===== src/rtl/ctl_regbank.sv =====
`timescale 1ns/1ps
module ctl_regbank #(
  parameter int LAST_REG = 12,
  parameter int CHAPTERS = 2,
  parameter int ROWS = 25,
  parameter int COLS = 40,
  localparam int AW = $clog2(CHAPTERS*ROWS*COLS)
) (
  input  logic          clk,
  input  logic          rst_n,
  input  logic          start_i,
  input  logic          valid_i,
  input  logic [7:0]    data_i,
  input  logic [3:0]    rd_addr_i,
  output logic [7:0]    rd_data_o,
  output logic          busy_o,
  output logic          mem_we_o,
  output logic [AW-1:0] mem_addr_o,
  output logic [7:0]    mem_data_o
);
  localparam int DEPTH = CHAPTERS*ROWS*COLS;
  localparam int NREG = 14;
  localparam logic [AW-1:0] MARK_ADDR = AW'(7);

  function automatic logic [7:0] live_bits(int i);
    case (i)
      2:       return 8'hF7;
      3:       return 8'h1F;
      13:      return 8'h0F;
      default: return 8'hFF;
    endcase
  endfunction

  function automatic logic [3:0] step(logic [3:0] p);
    if (p < 4'd3) return p + 4'd1;
    if (p >= 4'd4 && p < 4'd7) return p + 4'd1;
    if (p >= 4'd8 && p < 4'(LAST_REG)) return p + 4'd1;
    return p;
  endfunction

  logic [7:0]    regs [NREG];
  logic [7:0]    alt11;
  logic [3:0]    ptr;
  logic [AW-1:0] cnt;
  logic          busy;

  wire use_alt = regs[0][7];
  wire wr_en   = valid_i && !start_i && !busy;

  always_ff @(posedge clk or negedge rst_n) begin
    if (!rst_n) begin
      ptr <= '0;
    end else if (!busy) begin
      if (start_i) ptr <= data_i[3:0];
      else if (valid_i) ptr <= step(ptr);
    end
  end

  always_ff @(posedge clk or negedge rst_n) begin
    if (!rst_n) begin
      for (int i = 0; i < NREG; i++)
        regs[i] <= (i == 1 || i == 5 || i == 6) ? 8'h03 : 8'h00;
      alt11 <= '0;
    end else if (wr_en) begin
      for (int i = 0; i < NREG; i++)
        if (ptr == 4'(i) && !(i == 11 && use_alt))
          regs[i] <= data_i & live_bits(i);
      if (ptr == 4'd11 && use_alt)
        alt11 <= data_i;
    end
  end

  always_comb begin
    rd_data_o = '0;
    for (int i = 0; i < NREG; i++)
      if (rd_addr_i == 4'(i)) rd_data_o = regs[i];
    if (rd_addr_i == 4'd11 && use_alt) rd_data_o = alt11;
  end

  always_ff @(posedge clk or negedge rst_n) begin
    if (!rst_n) begin
      cnt  <= '0;
      busy <= 1'b1;
    end else if (busy) begin
      if (cnt == AW'(DEPTH-1)) busy <= 1'b0;
      else cnt <= cnt + 1'b1;
    end
  end

  assign busy_o     = busy;
  assign mem_we_o   = busy;
  assign mem_addr_o = cnt;
  assign mem_data_o = (cnt == MARK_ADDR) ? 8'h07 : 8'h20;
endmodule



===== config.mk =====
export PLATFORM = sky130hd
export DESIGN_NAME = ctl_regbank
export DESIGN_NICKNAME = d
export VERILOG_FILES = /design/src/rtl/ctl_regbank.sv
export SDC_FILE = /design/constraint.sdc
export NUM_CORES = 1
export LEC_CHECK = 0
export BUFFER_PORTS_ARGS = -buffer_cell sky130_fd_sc_hd__clkbuf_2
export CAP_MARGIN = 30
export CORE_MARGIN = 5
export CORE_UTILIZATION = 37
export CTS_BUF_LIST = sky130_fd_sc_hd__clkbuf_4 sky130_fd_sc_hd__clkbuf_8 sky130_fd_sc_hd__clkbuf_16
export CTS_CLUSTER_SIZE = 10
export DETAILED_ROUTE_END_ITERATION = 12
export PLACE_DENSITY = 0.63
export SYNTH_ARGS = -nofsm -noshare
export SYNTH_HDL_FRONTEND = slang
export SYNTH_SLANG_ARGS = --single-unit

===== constraint.sdc =====
create_clock -name clk -period 2 [get_ports clk]
set_input_delay 0 -clock clk [delete_from_list [all_inputs] [get_ports clk]]
set_output_delay 0 -clock clk [all_outputs]
set_load 0.01 [all_outputs]

==> flow_summary.yaml <==
sta:
  fin_crit_ns: 2.07
  fmax_mhz: 483
  finalHoldViolations: 0
  drv_slew: 0
  worst_slack_ns: -0.0705
  finClkSkew_ns: 0.00783
  tightest_slew_ns: 0.703
  rsz0062_at_grt: "yes"
  fin_crit_sh_pct: 104
  slew_headroom_pct: 53.1
  setup_violations: 2
clock_tree:
  clk_pin_slew_ns: 0.06
  numCtsBuffers: 17
  cts.sinks: 128
  clock_latency_ns: 0.42
  clockBufferDepth: 2
  root_buffer: "clkbuf_16"
  cts_max_level: 4
  cts_tree: "yes"
cells_and_area:
  synthToLayoutAreaGrowth_pct: 19.0
  layout_common_cells: "118 x dfrtp_1, 111 x mux2_2, 34 x clkbuf_2"
  drive_gt1_share_pct: 46.5
  num-nets-final: 602
  final_common_cell: "dfrtp_1"
  instances_no_fill: 819
  n_fill_cell: 1567
  diodes: 0
logic_synthesis:
  syn-cell-area_um2: 6580
  synthArstFlopShare_pct: 100
  synth.yosys.seq_area_share_pct: 48.8
  ys_types: 67
  synth_flop_cell: "dfrtp_1"
  avgSynthCellArea_um2: 12.6
  ys_ff_latch: 128
  synthCells: 523
  synth_edf_count: 0
  yosys_warnings: 0
global_route:
  grt_pass1_wl_um: 25700
  grtUsageTotal_pct: 16.4
  overflow: 0
  grt_pass1_vias: 4614
  antenna_found_initial: 0
  grt_max_degree: 129
die:
  die_h_um: 143
  row_count: 48
  fp.dieArea_um2: 20500
  start_util_pct: 37.9
  die_x_um: 143
  ios: 45
  core_um2: 17400
place:
  dpl.hpwl_um: 10800
  portBuffers: 40
  dp_cells: 779
  place_congestion: 0.912
routing:
  ant_nets: 0
  drc: 0
  drtIter0Drc: 253
  dr.pass1.iters: 4
  vias: 4469
  wirelength_um: 16000
  wl_per_cell_um: 19.5
  viasPerCell: 5.46
critical_path:
  worstSetupStartpointType: "flop"
  rrSetupSlack_ns: 0.13
  worst_ep_required_time_ns: 2.00
  crit_type: "flop to output pin"
  cp_max_fo: 2
  slowest_stage: "mux4_2"
  path_buf_inv: 2
  worstSetupEndpointType: "output pin"
  cp_top_family: "multiplexers"
  path_cells: "mux4_2 > nor2_2 > o22ai_1 > a222oi_1 > inv_1 > clkbuf_2"
  crit_arrival_ns: 2.07
  max_stage_delay_ns: 0.49
hold_path:
  hold_class: "primary input to flop"
power:
  ir_worst_vdd_mv: 0.623
  pwr_density_cell_nw_per_um2: 1240
  p_total_mw: 9.73
  p_leak_nw: 3.54
status:
  status: "finished, violations left"
  violations: "setup timing"
job:
  cap_violations: 0
==> state kept, by name, indices dropped and copies added (netlist names) <==
signal,cells
regs,104
mem_addr_o,11
alt11,8
ptr,4
busy_o,1
==> through the flow <==
| stage | TNS (ns) | hold WS, ns | instance area, um2 | setup WS (ns) | utilization, % |
|---|---|---|---|---|---|
| after floorplan | 0 | -0.296 | 6590 | 0.265 | - |
| after global placement | 0 | 0.156 | 7060 | 0.104 | 40.7 |
| after detailed placement | 0 | 0.170 | 7060 | 0.102 | 40.7 |
| after CTS | -0.172 | 0.0170 | 7740 | -0.116 | 44.6 |
| after global routing | -0.508 | 0.0352 | 7830 | -0.177 | 45.1 |
| final | -0.0813 | 0.0269 | 7830 | -0.0705 | 45.1 |
==> routing by layer <==
layer  routed length (um)  GRT usage, %  vias to the layer above
met4                  236          5.00                        0
met3                  728          4.19                       22
li1                     -             -                     2030
met2                 7740          26.0                       92
met5                    0             0                        -
met1                 7270          22.2                     2325
==> worst paths after layout <==
check                      cells after the start     startpoint             to
max                                            6       regs[84]   rd_data_o[4]
min                                            2      data_i[6]       regs[62]
max reg2reg                                    6  mem_addr_o[0]  mem_addr_o[8]
min reg2reg                                    1       regs[54]       regs[54]
max in group asynchronous                      3          rst_n      regs[111]
min in group asynchronous                      3          rst_n  mem_addr_o[0]
==> area by class of cell <==
| class | count | area [um2] | share of cell area [%] |
|---|---|---|---|
| Tap cell | 225 | 282 | 3.60 |
| Timing Repair Buffer | 74 | 504 | 6.44 |
| Inverter | 9 | 36.3 | 0.464 |
| Sequential cell | 128 | 3220 | 41.1 |
| Multi-Input combinational cell | 351 | 3170 | 40.5 |
| Clock inverter | 14 | 180 | 2.30 |
| Clock buffer | 18 | 439 | 5.61 |
==> Yosys cell counts, types with 4 or more instances <==
cell type,number,area [um2]
a31oi_1,4,25.0
o21bai_1,5,37.5
nand2b_1,10,62.6
ha_1,5,62.6
mux2_4,8,120
o21ai_0,9,45.0
nand3_1,9,45.0
mux2i_1,9,90.1
nand2_1,23,86.3
nor2b_1,12,75.1
buf_4,8,60.1
nand3_4,7,123
mux4_2,7,158
nor2_1,20,75.1
buf_2,14,70.1
dfrtp_1,121,3030
o22ai_1,9,56.3
a21oi_1,15,75.1
dfstp_2,7,184
xnor2_1,7,61.3
nor3_1,8,40.0
mux2_2,111,1250
o21a_1,4,30.0
clkbuf_1,12,45.0
inv_1,9,33.8
==> power by group <==
| part | internal [mW] | total (mW) | switching, mW |
|---|---|---|---|
| combinational | 1.37 | 2.29 | 0.919 |
| sequential | 3.65 | 4.23 | 0.580 |
| clock | 2.01 | 3.21 | 1.20 |
| total | 7.02 | 9.73 | 2.70 |
==> logic make-up (layout without fill, tap and decap cells) <==
kind of cell               Yosys count  in the layout  share of synthesized area [%]
xor gates and xnor gates            10             10                           1.33
DFF                                128            128                           48.8
other                                1              4                         0.0570
adders and majority gates            5              5                          0.951
muxes                              136            136                           24.8
buffers and inverters               47            115                           3.99
and+or+nand+nor                    121            121                           12.1
AOI/OAI and AO/OA                   75             75                           7.95
==> repair_timing <==
action,4_1_cts,5_1_grt
buffers inserted,3,4
resized for setup,9,20
pin swaps,7,6
hold endpoints to repair,121,0
hold buffers,1,0
setup endpoints to repair,10,12
No activity file was read; power rests on OpenSTA's default activity.
